<file path="config.mk">
export PLATFORM = sky130hd
export DESIGN_NAME = can_mode_seq
export DESIGN_NICKNAME = d
export VERILOG_FILES = /design/src/rtl/can_mode_seq.sv
export SDC_FILE = /design/constraint.sdc
export NUM_CORES = 1
export LEC_CHECK = 0
export ABC_AREA = 1
export BUFFER_PORTS_ARGS = -buffer_cell sky130_fd_sc_hd__buf_2
export CORE_AREA = 2 2 39 41
export DETAILED_ROUTE_END_ITERATION = 6
export DIE_AREA = 0 0 41 43
export GPL_TIMING_DRIVEN = 0
export HOLD_SLACK_MARGIN = 0.03
export PLACE_DENSITY = 0.68
export SETUP_SLACK_MARGIN = 0.15
export SLEW_MARGIN = 20
export SYNTH_ARGS = -nofsm -noshare
export SYNTH_HDL_FRONTEND = slang
export SYNTH_SLANG_ARGS = --single-unit
</file>
<file path="constraint.sdc">
create_clock -name clk -period 1.55 [get_ports clk]
set_clock_uncertainty 0.2 [all_clocks]
set_input_delay 0.155 -clock clk [delete_from_list [all_inputs] [get_ports clk]]
set_output_delay 0.155 -clock clk [all_outputs]
set_load 0.02 [all_outputs]
</file>
<file path="src/rtl/can_mode_seq.sv">
module can_mode_seq #(
  parameter int SYNC_BITS = 11
) (
  input  logic       clk,
  input  logic       rst_n,
  input  logic       init_req,
  input  logic       sleep_req,
  input  logic       auto_wake,
  input  logic       soft_reset,
  input  logic       rx_bit,
  input  logic       bit_tick,
  input  logic       clr_sleep,
  input  logic       clr_wake,
  output logic       init_ack,
  output logic       sleep_ack,
  output logic [1:0] mode,
  output logic       sleep_flag,
  output logic       wake_flag
);

  localparam int CW = $clog2(SYNC_BITS + 1);
  localparam logic [CW-1:0] LAST = CW'(SYNC_BITS - 1);
  localparam logic [1:0] M_SLEEP = 2'd0, M_INIT = 2'd1, M_SYNC = 2'd2, M_NORM = 2'd3;

  logic [1:0]    st, st_nx;
  logic [CW-1:0] cnt, cnt_nx;
  logic          from_sleep, from_sleep_nx;
  logic          hold, hold_nx;
  logic          wake_ev;

  assign wake_ev = (st == M_SLEEP) && auto_wake && bit_tick && !rx_bit && !soft_reset && !init_req;

  always_comb begin
    st_nx         = st;
    cnt_nx        = cnt;
    from_sleep_nx = from_sleep;
    if (soft_reset)
      st_nx = M_SLEEP;
    else if (init_req)
      st_nx = M_INIT;
    else if (wake_ev) begin
      st_nx         = M_SYNC;
      from_sleep_nx = 1'b1;
      cnt_nx        = '0;
    end else if (sleep_req && !hold)
      st_nx = M_SLEEP;
    else if (st == M_SLEEP || st == M_INIT) begin
      st_nx         = M_SYNC;
      from_sleep_nx = (st == M_SLEEP);
      cnt_nx        = '0;
    end else if (st == M_SYNC && bit_tick) begin
      if (!rx_bit)
        cnt_nx = '0;
      else if (cnt == LAST)
        st_nx = M_NORM;
      else
        cnt_nx = cnt + 1'b1;
    end
  end

  assign hold_nx = wake_ev | (hold & sleep_req & !soft_reset & !init_req);

  always_ff @(posedge clk or negedge rst_n) begin
    if (!rst_n) begin
      st         <= M_SLEEP;
      cnt        <= '0;
      from_sleep <= 1'b1;
      hold       <= 1'b0;
      sleep_flag <= 1'b0;
      wake_flag  <= 1'b0;
    end else begin
      st         <= st_nx;
      cnt        <= cnt_nx;
      from_sleep <= from_sleep_nx;
      hold       <= hold_nx;
      sleep_flag <= (st != M_SLEEP && st_nx == M_SLEEP) | (sleep_flag & !clr_sleep);
      wake_flag  <= wake_ev | (wake_flag & !clr_wake);
    end
  end

  assign mode      = st;
  assign sleep_ack = (st == M_SLEEP) || (st == M_SYNC && from_sleep);
  assign init_ack  = (st == M_INIT) || (st == M_SYNC && !from_sleep);

  AST_ACKS_EXCLUSIVE: assert property (@(posedge clk) disable iff (!rst_n)
    !(init_ack && sleep_ack)) else $error("both acks set");

  AST_INIT_WINS: assert property (@(posedge clk) disable iff (!rst_n)
    (init_req && !soft_reset) |=> (mode == M_INIT && init_ack && !sleep_ack)) else $error("init");

  AST_SOFT_RESET_SLEEP: assert property (@(posedge clk) disable iff (!rst_n)
    soft_reset |=> (mode == M_SLEEP && sleep_ack && !init_ack)) else $error("soft reset");

  AST_NORMAL_AFTER_RECESSIVE: assert property (@(posedge clk) disable iff (!rst_n)
    (mode != M_NORM) ##1 (mode == M_NORM) |-> ($past(bit_tick) && $past(rx_bit) && $past(mode) == M_SYNC))
    else $error("normal without recessive bit");

  AST_WAKE_SOURCE: assert property (@(posedge clk) disable iff (!rst_n)
    $rose(wake_flag) |-> ($past(auto_wake) && $past(mode) == M_SLEEP && !$past(rx_bit)))
    else $error("spurious wake flag");

  AST_WAKE_CLEAR: assert property (@(posedge clk) disable iff (!rst_n)
    (clr_wake && !(auto_wake && bit_tick && !rx_bit)) |=> !wake_flag) else $error("wake clear");

endmodule

</file>
==> flow_summary_export.csv, run 1 <==
group,metric,value,unit
worst_setup_path,ff2ff_setup_slack,0.06,ns
synthesis,synth_top_area_share,39.05,%
cts,path_clk_slew,0.07,ns
sta,worst_pin_slew,0.2514,ns
sta,rsz0062_at_grt,"true",
layout,drive_gt1_share,50.89,%
worst_setup_path,worstSetupEndpointType,"output pin",
worst_setup_path,crit_fanout,2,
synthesis,syn_area,576.8,um2
route,drtAntennaViolNets,0,
status,status,"completed",
cts,cts_buffer_depth,2,
placement,portBuffers,15,
global_route,antenna_found_initial,0,
sta,finalSetupTns,0,ns
floorplanning,rows,14,
synthesis,synth_top_cell_by_area,"dfrtp_1",
placement,placed_area,685.7,um2
placement,gp_congestion,0.7045,
sta,slew_headroom,83.18,%
power_and_ir_drop,power_density,718.0,nW/um2
synthesis,yosysMostFrequentCell,"nand2_1",
floorplanning,core-area,1384,um2
cts,cts_buffers,3,
layout,nNetsFinal,125,
worst_setup_path,worstSetupStartpointType,"flip-flop",
global_route,grt_max_degree,11,
floorplanning,io_pins,16,
sta,hold_viol,0,
synthesis,ys_top_cells_by_count,"nand2_1, inv_1, dfrtp_1",
cts,cts_tree,"yes",
synthesis,syn-num-nets,86,
global_route,gr-usage-all-layers,20.26,%
sta,setup_slack,0.001162,ns
route,drc,0,
global_route,grt_overflow,0,
worst_setup_path,critPathKind,"reg2out",
synthesis,synthCells,74,
layout,final_util,70.98,%
floorplanning,dieArea,1763,um2
synthesis,avgSynthCellArea,7.795,um2
floorplanning,start_util,41.68,%
cts,h-tree-depth,1,
placement,place_hpwl,768.1,um
min_path,hold_path.class,"in2reg",
floorplanning,die_w,41,um
sta,min_period_over_period,99.93,%
layout,syn2layout_area_growth,70.28,%
global_route,grt_pass1_vias,544,
placement,dp_slack,0.02216,ns
worst_setup_path,cp.required,1.19,ns
synthesis,async_flop_share,100.0,%
flow_run,max_cap_violations,0,
synthesis,ys_ff_latch,10,
route,wl_per_cell,11.73,um
cts,clock-root-buffer,"clkbuf_4",
synthesis,synth-main-ff-cell,"dfrtp_1",
power_and_ir_drop,finalPower,705.2,uW
cts,clock_latency,0.28,ns
route,wl,1501,um
worst_setup_path,arrival,1.19,ns
power_and_ir_drop,ir_worst_vdd,0.4597,mV
layout,diodes,0,
power_and_ir_drop,p_leak,0.0004829,uW
sta,setup_viol,0,
synthesis,synth_area_leaders,"dfrtp_1, nand2_1, inv_1",
cts,clock_sinks,10,
route,vias_per_cell,4.719,
sta,period_needed,1.549,ns
synthesis,ys_warn_count,0,
floorplanning,dieHeight,43,um
sta,fmax,645.6,MHz
global_route,grt_pass1_wl,2332,um
route,drt_iter0_markers,16,
synthesis,ys_types,20,
sta,slew_violations,0,
synthesis,synth-edff-count,0,
synthesis,yosysSeqAreaShare,43.60,%
route,first_pass_iters,4,
layout,final_area,982.2,um2
route,vias,604,
final cells by class:
cell class | instances | area, um2
Clock buffer | 4 | 36.28
Fill cell | 99 | 401.6
Inverter | 13 | 51.30
Multi-Input combinational cell | 51 | 351.6
Sequential cell | 10 | 254.0
Tap cell | 16 | 20.02
Timing Repair Buffer | 34 | 269.0
through the flow:
step / hold WS [ns] / instances
floorplan: -0.3406 / 74
global placement: -0.1735 / 105
detailed placement: -0.1701 / 105
CTS: -0.03216 / 125
global route: 0.05674 / 128
finish: 0.04604 / 128
worst max-delay path, stage by stage, from the launching register on:
cell,delay (ns)
dfstp_2,0.56
nor2_4,0.04
nor2_4,0.12
buf_2,0.19
report_power, final:
group / internal [uW] / switching (uW)
Clock: 143 / 103
Combinational: 78.2 / 84.4
Sequential: 281 / 15.0
cells by family after synthesis:
group           count (synthesis)  share of synthesized area, %
compound gates                 10                         11.93
xor+xnor                        1                         1.519
fa+ha+maj                       2                         4.338
buf+inv                        13                         8.459
flops                          10                         43.60
simple gates                   38                         30.15
placed cells by master (no fill, tap or decap), drive strengths merged:
cell and n:
dlygate4sd3 8, nand3 6, nor3b 1, clkbuf 4, nor2 9, nand2 21
inv 13, buf 26, or2 1, xor2 1, o21ai 7, dfrtp 9
a21oi 3, ha 2, dfstp 1
sequential cells by signal (all words and copies together), names as in the netlist:
register / flops
sleep_flag: 1
hold: 1
mode: 2
from_sleep: 1
wake_flag: 1
cnt: 4
per-layer routing:
metal	share of wire, %	global-route usage [%]
met5	0	0
met4	1.7	10.00
met3	4.4	7.853
met2	54	29.38
met1	40	25.17
final timing paths:
path,from,to,cells past startpoint
max in group asynchronous,rst_n,from_sleep,2
worst min-delay path,init_req,mode[1],4
worst max-delay path,from_sleep,sleep_ack,3
worst min register to register,sleep_flag,sleep_flag,2
min in group asynchronous,rst_n,cnt[1],2
worst max register to register,mode[0],cnt[3],8
what timing repair did:
item                                    4_1_cts  5_1_grt
hold endpoints to repair                     17        1
hold buffers                                  7        1
endpoints found under the setup margin        9       10
buffers inserted                              9        2
pin swaps                                     8        8
gates cloned                                  0        0
resized for setup                            13       11
Note: power is estimated with default switching activity, not from simulation.
==> run 2, diff against run 1 <==
--- a/config.mk
+++ b/config.mk
@@ -5,7 +5,6 @@
 export SDC_FILE = /design/constraint.sdc
 export NUM_CORES = 1
 export LEC_CHECK = 0
-export ABC_AREA = 1
 export BUFFER_PORTS_ARGS = -buffer_cell sky130_fd_sc_hd__buf_2
 export CORE_AREA = 2 2 39 41
 export DETAILED_ROUTE_END_ITERATION = 6
==> flow_summary_export.csv, run 2 <==
group,metric,value,unit
cts,cts_tree,"yes",
route,drc,0,
placement,gp_congestion,0.7494,
sta,rsz0062_at_grt,"true",
synthesis,ys_types,29,
sta,hold_slack,0.07526,ns
synthesis,yosysMostFrequentCell,"dfrtp_1",
route,drt_iter0_markers,13,
route,drtAntennaViolNets,0,
synthesis,ys_warn_count,0,
synthesis,yosysSeqAreaShare,43.79,%
placement,place_hpwl,882.4,um
sta,setup_viol,8,
layout,diodes,0,
worst_setup_path,ff2ff_setup_slack,-0.33,ns
worst_setup_path,cp.required,1.50,ns
synthesis,avgSynthCellArea,10.08,um2
synthesis,ys_top_cells_by_count,"dfrtp_1, inv_1, nand3_1, nor2_1, o21ai_0",
global_route,grt_overflow,0,
min_path,hold_path.class,"in2async",
layout,layout_commonest_cell,"buf_2",
layout,final_area,975.9,um2
synthesis,syn_area,574.3,um2
layout,fill_cells,97,
cts,h-tree-depth,1,
floorplanning,dieHeight,43,um
flow_run,max_cap_violations,0,
route,first_pass_iters,4,
synthesis,ys_ff_latch,10,
sta,min_period_over_period,121.4,%
floorplanning,dieArea,1763,um2
sta,period_needed,1.882,ns
route,vias,631,
placement,portBuffers,15,
power_and_ir_drop,ir_worst_vdd,0.7131,mV
cts,cts_buffers,3,
layout,syn2layout_area_growth,69.93,%
worst_setup_path,crit_fanout,6,
route,wl,1873,um
synthesis,synth_top_cell_by_area,"dfrtp_1",
power_and_ir_drop,p_leak,0.0004795,uW
cts,clock_sinks,10,
floorplanning,start_util,41.50,%
global_route,antenna_found_initial,0,
cts,cts_buffer_depth,2,
global_route,grt_pass1_wl,2435,um
global_route,gr-usage-all-layers,20.99,%
route,vias_per_cell,5.634,
sta,setup_slack,-0.3317,ns
cts,path_clk_slew,0.08,ns
cts,clock-root-buffer,"clkbuf_4",
synthesis,async_flop_share,100.0,%
placement,placed_area,683.2,um2
synthesis,synth-main-ff-cell,"dfrtp_1",
sta,worst_pin_slew,0.2670,ns
status,violations,"setup timing",
cts,clock_latency,0.27,ns
layout,regMostFlops,"cnt",
floorplanning,io_pins,16,
sta,fmax,531.4,MHz
synthesis,synthCells,57,
synthesis,synth_area_leaders,"dfrtp_1, dfstp_2, ha_1",
layout,mostFrequentLayoutCells,"buf_2, buf_4, buf_6",
sta,finalSetupTns,-1.808,ns
worst_setup_path,worstSetupStartpointType,"flip-flop",
layout,nNetsFinal,109,
layout,drive_gt1_share,57.29,%
route,wl_per_cell,16.72,um
sta,slew_headroom,82.12,%
power_and_ir_drop,power_density,729.6,nW/um2
floorplanning,die_w,41,um
floorplanning,rows,14,
synthesis,synth-edff-count,0,
sta,hold_viol,0,
global_route,grt_pass1_vias,572,
synthesis,synth_top_area_share,39.22,%
worst_setup_path,worstSetupEndpointType,"flip-flop",
layout,largest_reg_flops,4,
worst_setup_path,arrival,1.84,ns
sta,slew_violations,0,
worst_setup_path,critPathKind,"reg2reg",
status,status,"finished, violations left",
global_route,grt_max_degree,11,
floorplanning,core-area,1384,um2
synthesis,syn-num-nets,69,
==> run 2: cell types whose count changed in the layout (fill, tap and decap cells not counted), sizes merged, moves of 3 or more <==
cell	previous run	this run
nor2	9	4
o21ai	7	4
inv	13	6
nand2	21	2
buf	26	31
==> run 2: per-stage QoR <==
stage,std cells,power [uW],worst slack (ns),utilization [%]
after global placement,88,393.6,-0.4040,49.37
after CTS,108,671.5,-0.3092,64.01
after detailed placement,88,396.4,-0.4053,49.37
after floorplan,57,353.1,-0.3423,-
final,112,712.0,-0.3317,70.52
after global routing,112,740.3,-0.4024,70.52
==> run 2: path summary, 6_finish.rpt <==
path | start | to | cells past startpoint
setup / recovery | mode[1] | cnt[2] | 5
max in group asynchronous | rst_n | from_sleep | 2
setup reg to reg | mode[1] | cnt[2] | 5
hold / removal | rst_n | cnt[0] | 2
hold reg to reg | from_sleep | from_sleep | 2
min in group clk | bit_tick | hold | 3
==> run 2: cell families after synthesis <==
| group | after synthesis | synth area share [%] |
|---|---|---|
| AOI/OAI and AO/OA | 16 | 20.48 |
| adders and majority gates | 2 | 4.357 |
| buffers and inverters | 8 | 5.445 |
| DFF | 10 | 43.79 |
| muxes | 1 | 1.961 |
| and+or+nand+nor | 20 | 23.96 |
==> run 2: metal layers <==
layer | routed length (um) | global-route usage (%)
met1 | 718 | 24.92
met2 | 969 | 34.69
met3 | 108 | 6.283
met4 | 77 | 6.000
met5 | 0 | 0
==> run 2: final cells by class <==
| type | count | area (um2) | area share (%) |
|---|---|---|---|
| Clock buffer | 4 | 36.28 | 3.718 |
| Tap cell | 16 | 20.02 | 2.051 |
| Timing Repair Buffer | 35 | 274.0 | 28.08 |
| Inverter | 6 | 22.52 | 2.308 |
| Multi-Input combinational cell | 39 | 350.3 | 35.90 |
| Sequential cell | 10 | 254.0 | 26.03 |
| Buffer | 2 | 18.77 | 1.923 |
==> run 2: repair_timing <==
item	in CTS	in global routing
pin swaps	9	6
hold buffers	5	1
endpoints found under the setup margin	8	10
resized for setup	10	18
hold endpoints to repair	14	1
gates cloned	0	0
buffers inserted	11	3
==> run 2: worst max-delay path, stage by stage, from the launching register on <==
cell and delay [ns]:
dfrtp_2 0.42, buf_6 0.13, and2_1 0.12, buf_4 0.15
a221o_1 0.40, a221o_1 0.34
==> run 2: power by group <==
part / internal [uW] / total (uW) / switching (uW)
Clock: 142 / 241 / 98.8
Sequential: 279 / 290 / 10.6
Combinational: 87.7 / 181 / 93.2
==> run 3, diff against run 2 <==
--- a/config.mk
+++ b/config.mk
@@ -12,7 +12,9 @@
 export GPL_TIMING_DRIVEN = 0
 export HOLD_SLACK_MARGIN = 0.03
 export PLACE_DENSITY = 0.68
+export REMOVE_ABC_BUFFERS = 1
 export SETUP_SLACK_MARGIN = 0.15
+export SKIP_CTS_REPAIR_TIMING = 1
 export SLEW_MARGIN = 20
 export SYNTH_ARGS = -nofsm -noshare
 export SYNTH_HDL_FRONTEND = slang
==> flow_summary_export.csv, run 3 (same netlist as run 2, synthesis figures left out) <==
group,metric,value,unit
cts,clock_sinks,10,
floorplanning,io_pins,16,
cts,h-tree-depth,1,
floorplanning,dieHeight,43,um
floorplanning,dieArea,1763,um2
power_and_ir_drop,pwr-share-seq,44.3,%
sta,hold_slack,0.02350,ns
power_and_ir_drop,finalPower,663.8,uW
layout,diodes,0,
worst_setup_path,crit_chain,"nor4b_4 -> a22oi_2 -> a221o_1 -> a221o_1",
floorplanning,core-area,1384,um2
cts,clock-root-buffer,"clkbuf_4",
placement,place_hpwl,854.4,um
route,vias,547,
layout,regMostFlops,"cnt",
power_and_ir_drop,power_density,817.5,nW/um2
power_and_ir_drop,ir_worst_vdd,0.4766,mV
layout,largest_reg_flops,4,
global_route,grt_max_degree,12,
worst_setup_path,arrival,1.84,ns
sta,setup_viol,7,
worst_setup_path,worstSetupEndpointType,"flip-flop",
route,drc,0,
cts,cts_buffers,3,
route,wl,1436,um
flow_run,max_cap_violations,0,
sta,slew_headroom,79.44,%
route,drt_iter0_markers,6,
sta,hold_viol,0,
route,wl_per_cell,14.36,um
route,vias_per_cell,5.470,
status,violations,"setup timing",
sta,period_needed,1.884,ns
sta,fmax,530.7,MHz
min_path,hold_path.class,"in2reg",
global_route,antenna_found_initial,0,
cts,clock_latency,0.27,ns
cts,cts_tree,"yes",
layout,nNetsFinal,97,
route,first_pass_iters,4,
power_and_ir_drop,p_leak,0.0004012,uW
worst_setup_path,crit_fanout,6,
worst_setup_path,cpMaxStageDelayCell,"dfrtp_2",
floorplanning,rows,14,
cts,path_clk_slew,0.08,ns
placement,gp_congestion,0.7517,
layout,mostFrequentLayoutCells,"buf_2, dfrtp_1, buf_4",
min_path,hp-start,"sleep_req",
power_and_ir_drop,clkPwrFrac,36.9,%
worst_setup_path,cp.required,1.51,ns
layout,syn2layout_area_growth,41.39,%
worst_setup_path,critPathMaxStageDelay,0.46,ns
power_and_ir_drop,sw_frac_of_total,27.92,%
power_and_ir_drop,p_comb_share,18.8,%
worst_setup_path,crit_path_start,"mode[0]",
power_and_ir_drop,p_sw,185.3,uW
sta,worst_pin_slew,0.3071,ns
sta,setup_slack,-0.3343,ns
worst_setup_path,critPathKind,"reg2reg",
worst_setup_path,cp_common_cell,"a221o_1",
sta,rsz0062_at_grt,"true",
sta,slew_violations,0,
global_route,grt_pass1_vias,430,
status,status,"finished, violations left",
global_route,grt_pass1_wl,1835,um
layout,layout_commonest_cell,"buf_2",
min_path,whs_path_depth,3,
route,drtAntennaViolNets,0,
global_route,gr-usage-all-layers,16.17,%
global_route,grt_overflow,0,
floorplanning,die_w,41,um
layout,fill_cells,113,
placement,portBuffers,15,
floorplanning,start_util,41.50,%
sta,min_period_over_period,121.6,%
cts,cts_buffer_depth,2,
worst_setup_path,reg2regPathDepth,4,
layout,drive_gt1_share,40.48,%
worst_setup_path,worstSetupStartpointType,"flip-flop",
worst_setup_path,r2r-start,"mode[0]",
power_and_ir_drop,intPower,478.5,uW
==> run 3: worst paths after layout <==
kind	to	slack (ns)
max in group asynchronous	from_sleep	0.81
worst max register to register	cnt[2]	-0.33
min in group asynchronous	hold	0.08
worst min register to register	from_sleep	0.34
worst min-delay path	hold	0.02
worst max-delay path	cnt[2]	-0.33
==> run 3: metal layers <==
metal	track usage [%]	part of all wire [%]	wire length (um)
met5	0	0	0
met2	21.88	52	751
met3	1.571	3.3	47
met1	21.81	43	621
met4	14.00	1.0	15
==> run 3: power groups by stage <==
stage / combinational (uW) / clock, uW / sequential, uW
4_1_cts: 95.5 / 251 / 292
6_report: 125 / 245 / 294
3_3_place_gp: 91.8 / 0 / 296
5_1_grt: 137 / 260 / 296
2_1_floorplan: 45.1 / 0 / 303
3_5_place_dp: 94.0 / 0 / 297
==> run 3: cell type report <==
class	count	area (um2)	share of cell area, %
clock buffers	4	36.28	4.468
inverters	6	25.02	3.082
multi-input cells	39	309.0	38.06
flip-flops and latches	10	254.0	31.28
well taps	16	20.02	2.465
repair buffers	25	167.7	20.65
==> run 3: worst max-delay path, delay by kind of cell (launching register included) <==
kind,cells,cell delay [ns]
compound gates,3,0.79
flops,1,0.46
simple gates,1,0.32
==> run 3: stage by stage <==
step                      util (%)  TNS, ns  setup WS, ns  cells  cell area (um2)
after floorplan                  -   -1.224       -0.3998     55            565.5
after global placement       47.74   -1.468       -0.4489     86            660.6
after detailed placement     47.74   -1.401       -0.4270     86            660.6
after CTS                    50.36   -1.566       -0.4557     90            696.9
after global routing         58.68   -1.910       -0.3768    100            812.0
final                        58.68   -1.465       -0.3343    100            812.0
